[src/rtl/csr_pkg.sv]
package csr_pkg;
    localparam int AW = 14;
    localparam int CW = 6;

    typedef enum logic [1:0] {
        OP_READ  = 2'd0,
        OP_WRITE = 2'd1,
        OP_XCHG  = 2'd2,
        OP_SPARE = 2'd3
    } csr_op_e;

    typedef enum logic [1:0] {
        CLS_UNDEF = 2'd0,
        CLS_RW    = 2'd1,
        CLS_RO    = 2'd2
    } csr_cls_e;

    typedef enum logic [1:0] {
        ST_IDLE = 2'd0,
        ST_DONE = 2'd1,
        ST_TRAP = 2'd2
    } rsp_state_e;

    localparam logic [1:0]    PLV_USER   = 2'd3;
    localparam logic [CW-1:0] CAUSE_PRIV = 6'h0E;
    localparam logic [CW-1:0] CAUSE_RO   = 6'h0D;

    localparam logic [AW-1:0] A_MODE  = 14'h000;
    localparam logic [AW-1:0] A_UNITS = 14'h001;
    localparam logic [AW-1:0] A_XSTAT = 14'h005;
    localparam logic [AW-1:0] A_SPACE = 14'h018;
    localparam logic [AW-1:0] A_CORE  = 14'h020;
    localparam logic [AW-1:0] A_CFG0  = 14'h021;
    localparam logic [AW-1:0] A_CFG1  = 14'h022;
    localparam logic [AW-1:0] A_CFG2  = 14'h023;
    localparam logic [AW-1:0] A_SAVE  = 14'h030;
    localparam logic [AW-1:0] A_WIN   = 14'h180;

    localparam int N_MODE = 4;
endpackage

[src/rtl/csr_decode.sv]
module csr_decode
    import csr_pkg::*;
#(
    parameter int N_SAVE = 16,
    parameter int N_WIN  = 4,
    parameter int IW     = 5
) (
    input  logic [AW-1:0] addr,
    output csr_cls_e      cls,
    output logic [IW-1:0] rw_idx,
    output logic [1:0]    ro_sel,
    output logic          mode_hit
);
    localparam int SAVE_LO = int'(A_SAVE);
    localparam int WIN_LO  = int'(A_WIN);

    int a_int;

    always_comb begin
        a_int    = int'(addr);
        cls      = CLS_UNDEF;
        rw_idx   = '0;
        ro_sel   = 2'd0;
        mode_hit = 1'b0;
        unique case (addr)
            A_MODE:  begin cls = CLS_RW; rw_idx = IW'(0); mode_hit = 1'b1; end
            A_UNITS: begin cls = CLS_RW; rw_idx = IW'(1); mode_hit = 1'b1; end
            A_XSTAT: begin cls = CLS_RW; rw_idx = IW'(2); mode_hit = 1'b1; end
            A_SPACE: begin cls = CLS_RW; rw_idx = IW'(3); mode_hit = 1'b1; end
            A_CORE:  begin cls = CLS_RO; ro_sel = 2'd0; end
            A_CFG0:  begin cls = CLS_RO; ro_sel = 2'd1; end
            A_CFG1:  begin cls = CLS_RO; ro_sel = 2'd2; end
            A_CFG2:  begin cls = CLS_RO; ro_sel = 2'd3; end
            default: begin
                if (a_int >= SAVE_LO && a_int < SAVE_LO + N_SAVE) begin
                    cls    = CLS_RW;
                    rw_idx = IW'(N_MODE + a_int - SAVE_LO);
                end else if (a_int >= WIN_LO && a_int < WIN_LO + N_WIN) begin
                    cls    = CLS_RW;
                    rw_idx = IW'(N_MODE + N_SAVE + a_int - WIN_LO);
                end
            end
        endcase
    end
endmodule

[src/rtl/csr_merge.sv]
module csr_merge
    import csr_pkg::*;
#(
    parameter int DW = 64
) (
    input  csr_op_e       op,
    input  logic [DW-1:0] old_val,
    input  logic [DW-1:0] src,
    input  logic [DW-1:0] mask,
    output logic [DW-1:0] new_val
);
    always_comb begin
        unique case (op)
            OP_XCHG: new_val = (src & mask) | (old_val & ~mask);
            default: new_val = src;
        endcase
    end
endmodule

[src/rtl/csr_bank.sv]
module csr_bank #(
    parameter int DW   = 64,
    parameter int N_RW = 24,
    parameter int IW   = 5
) (
    input  logic          clk,
    input  logic          rst_n,
    input  logic          we,
    input  logic [IW-1:0] idx,
    input  logic [DW-1:0] wr_data,
    output logic [DW-1:0] rd_data
);
    logic [DW-1:0] q [N_RW];

    for (genvar i = 0; i < N_RW; i++) begin : g_reg
        always_ff @(posedge clk or negedge rst_n) begin
            if (!rst_n) begin
                q[i] <= '0;
            end else if (we && idx == IW'(i)) begin
                q[i] <= wr_data;
            end
        end

        // a register changes only when its own slot is written
        a_r8_slot_isolated: assert property (@(posedge clk) disable iff (!rst_n)
            !(we && idx == IW'(i)) |=> $stable(q[i]));
    end

    always_comb begin
        rd_data = '0;
        for (int i = 0; i < N_RW; i++) begin
            if (idx == IW'(i)) rd_data = q[i];
        end
    end
endmodule

[src/rtl/csr_access_unit.sv]
module csr_access_unit
    import csr_pkg::*;
#(
    parameter int            DW     = 64,
    parameter int            CORE_W = 8,
    parameter int            N_SAVE = 16,
    parameter int            N_WIN  = 4,
    parameter logic [DW-1:0] CFG0   = 64'h0000_0000_0003_0102,
    parameter logic [DW-1:0] CFG1   = 64'h0000_0000_0000_4420,
    parameter logic [DW-1:0] CFG2   = 64'h0000_0000_8000_0007
) (
    input  logic              clk,
    input  logic              rst_n,
    input  logic              req_valid,
    input  logic [1:0]        req_op,
    input  logic [13:0]       req_addr,
    input  logic [DW-1:0]     req_src,
    input  logic [DW-1:0]     req_mask,
    input  logic [1:0]        req_plv,
    input  logic [CORE_W-1:0] core_id,
    output logic              rsp_valid,
    output logic [DW-1:0]     rsp_data,
    output logic              exc_valid,
    output logic [5:0]        exc_cause,
    output logic              flush_req
);
    localparam int N_RW = N_MODE + N_SAVE + N_WIN;
    localparam int IW   = $clog2(N_RW);

    csr_op_e       op;
    csr_cls_e      cls;
    logic [IW-1:0] rw_idx;
    logic [1:0]    ro_sel;
    logic          mode_hit;
    logic [DW-1:0] bank_q;
    logic [DW-1:0] ro_val;
    logic [DW-1:0] old_val;
    logic [DW-1:0] new_val;
    logic          is_user;
    logic          is_wr;
    logic          we;

    rsp_state_e    st_q, st_d;
    logic [DW-1:0] data_d;
    logic [CW-1:0] cause_d;
    logic          flush_d;

    assign op      = csr_op_e'(req_op);
    assign is_user = (req_plv == PLV_USER);
    assign is_wr   = (op == OP_WRITE) || (op == OP_XCHG);

    csr_decode #(.N_SAVE(N_SAVE), .N_WIN(N_WIN), .IW(IW)) u_dec (
        .addr     (req_addr),
        .cls      (cls),
        .rw_idx   (rw_idx),
        .ro_sel   (ro_sel),
        .mode_hit (mode_hit)
    );

    csr_bank #(.DW(DW), .N_RW(N_RW), .IW(IW)) u_bank (
        .clk     (clk),
        .rst_n   (rst_n),
        .we      (we),
        .idx     (rw_idx),
        .wr_data (new_val),
        .rd_data (bank_q)
    );

    csr_merge #(.DW(DW)) u_merge (
        .op      (op),
        .old_val (old_val),
        .src     (req_src),
        .mask    (req_mask),
        .new_val (new_val)
    );

    always_comb begin
        unique case (ro_sel)
            2'd0:    ro_val = DW'(core_id);
            2'd1:    ro_val = CFG0;
            2'd2:    ro_val = CFG1;
            default: ro_val = CFG2;
        endcase
    end

    always_comb begin
        unique case (cls)
            CLS_RW:  old_val = bank_q;
            CLS_RO:  old_val = ro_val;
            default: old_val = '0;
        endcase
    end

    // next response state and the values that go with it
    always_comb begin
        st_d    = ST_IDLE;
        cause_d = '0;
        if (req_valid) begin
            if (is_user) begin
                st_d    = ST_TRAP;
                cause_d = CAUSE_PRIV;
            end else if (cls == CLS_RO && is_wr) begin
                st_d    = ST_TRAP;
                cause_d = CAUSE_RO;
            end else begin
                st_d    = ST_DONE;
            end
        end
    end

    assign we      = req_valid && !is_user && (cls == CLS_RW) && is_wr;
    assign data_d  = (st_d == ST_DONE) ? old_val : '0;
    assign flush_d = we && mode_hit;

    // state register
    always_ff @(posedge clk or negedge rst_n) begin
        if (!rst_n) st_q <= ST_IDLE;
        else        st_q <= st_d;
    end

    // output registers
    always_ff @(posedge clk or negedge rst_n) begin
        if (!rst_n) begin
            rsp_data  <= '0;
            exc_cause <= '0;
            flush_req <= 1'b0;
        end else begin
            rsp_data  <= data_d;
            exc_cause <= cause_d;
            flush_req <= flush_d;
        end
    end

    assign rsp_valid = (st_q != ST_IDLE);
    assign exc_valid = (st_q == ST_TRAP);

    // one response per request, one cycle later
    a_r10_resp_follows: assert property (@(posedge clk) disable iff (!rst_n)
        req_valid |=> rsp_valid);
    a_r10_no_spurious: assert property (@(posedge clk) disable iff (!rst_n)
        !req_valid |=> !rsp_valid);
    // user level always traps with the privilege cause
    a_r1_user_traps: assert property (@(posedge clk) disable iff (!rst_n)
        req_valid && req_plv == PLV_USER |=> exc_valid && exc_cause == CAUSE_PRIV && !flush_req);
    // writes to read-only numbers trap
    a_r4_ro_write_traps: assert property (@(posedge clk) disable iff (!rst_n)
        req_valid && req_plv != PLV_USER && cls == CLS_RO && req_op != 2'd0 && req_op != 2'd3
        |=> exc_valid && exc_cause == CAUSE_RO && rsp_data == '0);
    // undefined numbers answer zero without trap
    a_r2_undef_zero: assert property (@(posedge clk) disable iff (!rst_n)
        req_valid && req_plv != PLV_USER && cls == CLS_UNDEF
        |=> rsp_data == '0 && !exc_valid && !flush_req);
    // reads never flush, and a trap never flushes
    a_r7_read_no_flush: assert property (@(posedge clk) disable iff (!rst_n)
        req_valid && (req_op == 2'd0 || req_op == 2'd3) |=> !flush_req);
    a_r7_trap_no_flush: assert property (@(posedge clk) disable iff (!rst_n)
        exc_valid |-> !flush_req);
    a_r7_idle_no_flush: assert property (@(posedge clk) disable iff (!rst_n)
        !req_valid |=> !flush_req);
endmodule

[config.mk]
export PLATFORM = sky130hd
export DESIGN_NAME = csr_access_unit
export DESIGN_NICKNAME = d
export VERILOG_FILES = /design/src/rtl/csr_pkg.sv /design/src/rtl/csr_decode.sv /design/src/rtl/csr_merge.sv /design/src/rtl/csr_bank.sv /design/src/rtl/csr_access_unit.sv
export SDC_FILE = /design/constraint.sdc
export NUM_CORES = 2
export LEC_CHECK = 0
export BUFFER_PORTS_ARGS = -buffer_cell sky130_fd_sc_hd__buf_2
export CORE_MARGIN = 10
export CORE_UTILIZATION = 25
export DETAILED_ROUTE_END_ITERATION = 10
export GPL_TIMING_DRIVEN = 1
export PLACE_DENSITY = 0.48
export SYNTH_ARGS = -nofsm -noshare
export SYNTH_HDL_FRONTEND = slang
export SYNTH_SLANG_ARGS = --single-unit
[constraint.sdc]
create_clock -name clk -period 7.7 [get_ports clk]
set_clock_uncertainty 0.15 [all_clocks]
set_input_delay 0.77 -clock clk [delete_from_list [all_inputs] [get_ports clk]]
set_output_delay 0.77 -clock clk [all_outputs]
set_load 0.05 [all_outputs]
==> flow_metrics.py <==
metrics = {
    "run_status": {
        "status": "finished with violations",
        "violations": "capacitance limit, slew limit",
    },
    "sta": {
        "finalHoldViolCount": 0,
        "setup_violations": 0,
        "drv_slew": 4,
        "rsz0062_at_grt": "false",
        "finalCritPeriodShare_pct": 85.7,
        "finalCriticalPeriod_ns": 6.60,
        "timing.final.ws_setup_ns": 1.10,
        "relSlewSlack_pct": -4.14,
        "worstMarginPinSlew_ns": 1.55,
        "setup_tns_ns": 0,
        "fmax_mhz": 152,
    },
    "critical_path": {
        "critical_path_class": "in2reg",
        "worst_path_most_repeated_cell": "buf_4",
        "cp.required_ns": 8.30,
        "crit_arrival_ns": 7.20,
        "path_delay_family": "simple AND/OR/NAND/NOR gates",
        "startpoint_type": "primary input",
        "cp_slowest_cell": "a211oi_1",
        "cp_max_fo": 24,
        "critPathBufInv": 7,
        "endpoint_kind": "flop",
        "crit_chain": "buf_2 -> or3_1 -> nor2_2 -> buf_4 -> buf_4 -> nand3_1 -> nor4_4 -> buf_4 -> a21oi_1 -> a21oi_1 -> nor4_1 -> buf_4 -> a211oi_1 -> o21ai_1 -> buf_4 -> o21a_1 -> buf_12 -> o21ai_0",
        "slowest_delay_ns": 1.18,
    },
    "clock_tree": {
        "cts.sinks": 1605,
        "cts-buffers-inserted": 179,
        "cts_tree": "built",
        "ctsLongestPathBuffers": 4,
        "clkLatencyLatePin_ns": 0.86,
        "htreeDepth": 4,
        "postCtsResizedCells": 0,
        "clkTransAtPathRegs_ns": 0.06,
        "cts-root-buf": "clkbuf_16",
    },
    "placed_design": {
        "dpl_worst_slack_ns": 0.542,
        "placed_area_um2": 79600,
        "hpwl_mm": 259,
        "placement.io_buffers": 227,
        "gp_congestion": 0.945,
    },
    "synthesis": {
        "ys_seq_area_share_pct": 55.0,
        "ys_warn_count": 0,
        "synth_cell_types": 93,
        "ys.flop_type": "dfrtp_1",
        "syn-cell-area_um2": 73000,
        "postSynth.asyncResetShare_pct": 100,
        "synth_area_leaders": "dfrtp_1, a21oi_1, nand2_1",
        "synth-seq-cells": 1605,
        "synth.top_cell.area_share_pct": 55.0,
        "synth_cells": 8142,
        "synth_top_cell_by_area": "dfrtp_1",
        "synth_edf_count": 0,
        "synth.avg_cell_area_um2": 8.97,
    },
    "routing": {
        "ant_nets": 0,
        "wirelength_mm": 380,
        "drc": 0,
        "first_iter_violations": 9857,
        "wl_per_cell_um": 30.9,
        "avgViaCountPerCell": 5.50,
        "route.vias.total": 67700,
        "drtPass1Iterations": 8,
    },
    "floorplan": {
        "core-area_um2": 291000,
        "dieHeight_um": 560,
        "row_count": 198,
        "io_pins": 230,
        "chipWidth_um": 560,
        "die-area_um2": 314000,
        "initial_core_util_pct": 25.1,
    },
    "finish": {
        "area_growth_pct": 17.4,
        "finish.instance_area_um2": 85700,
        "fin_nets": 8411,
        "drive_gt1_share_pct": 13.1,
    },
    "global_routing": {
        "grt_use_total_pct": 23.1,
        "grt_pass1_vias": 63800,
        "grt_max_degree": 176,
        "grt_overflow_total": 0,
        "antenna_found_initial": 48,
        "grt_pass1_wl_mm": 524,
    },
    "power": {
        "ir_drop_mv": 0.173,
        "power.leakage_nw": 38.0,
        "p_per_area_nw_per_um2": 212,
        "total_power_mw": 18.2,
    },
    "job": {
        "cap_viol_max_count": 2,
    },
    "min_path": {
        "min_path_type": "in2reg",
    },
}
[logic make-up (layout without fill, tap and decap cells)]
logic type                 Yosys count  in the layout  share of synthesized area [%]
buffers and inverters              712            946                           4.52
xor gates and xnor gates             2              2                         0.0240
muxes                              154            154                           2.17
DFF                               1605           1605                           55.0
adders and majority gates            7              7                          0.120
other                                1             24                        0.00514
AOI/OAI and AO/OA                 2749           2749                           21.8
and+or+nand+nor                   2912           2912                           16.4
[final cells by class]
type / count / area, µm²
Tap cell: 3900 / 4880
Inverter: 19 / 71.3
Antenna cell: 22 / 55.1
Clock inverter: 62 / 792
Sequential cell: 1605 / 40200
Multi-Input combinational cell: 5826 / 30000
Fill cell: 31000 / 205000
Timing Repair Buffer: 616 / 4500
Clock buffer: 249 / 5160
[placed cells by master (no fill, tap or decap), types with 18 or more instances in the layout]
master and count:
a21oi_1 1085, o22ai_1 49, buf_12 34, a31oi_1 25, nor4_1 19, clkbuf_8 38
clkinv_2 36, inv_1 18, o31a_1 31, clkbuf_1 30, buf_4 352, a221oi_1 56
and3_1 37, nand3_1 148, diode_2 22, o211ai_1 40, a222oi_1 25, o21a_1 19
a21oi_2 32, o221ai_1 31, a2111oi_0 19, a32oi_1 18, nand2_1 1336, nand2b_1 54
o21ai_1 56, mux2_2 33, nor3_2 23, a211oi_1 28, nor2_1 1086, clkbuf_16 181
a22oi_1 71, o2bb2ai_1 20, dfrtp_1 1605, nor2_4 18, nor3_1 68, buf_2 226
mux2i_1 117, o21ai_0 979
[path summary, 6_finish.rpt]
| check | startpoint | endpoint | slack, ns | depth (start not counted) |
|---|---|---|---|---|
| worst max-delay path | req_addr[13] | u_bank.q[1406]$_DFFE_PN0P_ | 1.10 | 18 |
| min in group asynchronous | rst_n | u_bank.q[1366]$_DFFE_PN0P_ | 0.33 | 2 |
| worst max register to register | u_bank.q[1150]$_DFFE_PN0P_ | u_bank.q[1406]$_DFFE_PN0P_ | 3.63 | 11 |
| worst min register to register | u_bank.q[1324]$_DFFE_PN0P_ | u_bank.q[1324]$_DFFE_PN0P_ | 0.32 | 2 |
| max in group asynchronous | rst_n | u_bank.q[1042]$_DFFE_PN0P_ | 4.81 | 4 |
| worst min-delay path | req_plv[1] | exc_cause[1]$_DFF_PN0_ | 0.06 | 2 |
[sequential cells by signal (all words and copies together) (netlist names)]
register / cells
flush_req: 1
st_q: 1
rsp_data: 64
u_bank.q: 1536
exc_cause: 3
[stage by stage]
step	util [%]	hold slack, ns	instances
2_1_floorplan	-	0.292	8143
3_5_place_dp	27.4	0.315	12000
4_1_cts	29.4	0.0367	12300
3_3_place_gp	27.4	0.306	12000
6_report	29.5	0.0594	12300
5_1_grt	29.4	0.0626	12300
[report_power, final]
part | total [mW] | internal (mW) | switching (mW)
combinational | 0.726 | 0.129 | 0.597
clock | 9.01 | 5.24 | 3.77
sequential | 8.44 | 8.44 | 0.00226
total | 18.2 | 13.8 | 4.37
[cells in the mapped netlist (all sizes together), types with 20 or more instances]
library cell / number
a2111oi: 22
a211oi: 28
a21oi: 1118
a221oi: 58
a222oi: 25
a22oi: 71
a31oi: 29
and3: 37
buf: 244
clkbuf: 449
dfrtp: 1605
mux2: 34
mux2i: 120
nand2: 1345
nand2b: 55
nand3: 152
nor2: 1120
nor3: 94
nor4: 33
o211ai: 40
o21ai: 1036
o221ai: 32
o22ai: 49
o2bb2ai: 20
o31a: 34
[per-layer routing]
metal	share of wire, %	wire [µm]	global-route usage (%)	vias up
met3	11	41200	6.30	902
li1	-	-	-	28500
met1	42	158000	31.6	34200
met5	0.032	121	0	-
met4	5.6	21200	11.0	20
met2	42	159000	33.5	4119
[what timing repair did]
item	CTS	global route
hold endpoints to repair	84	0
buffers inserted	0	0
hold buffers	1	0
Power figures use the tool's default switching activity.
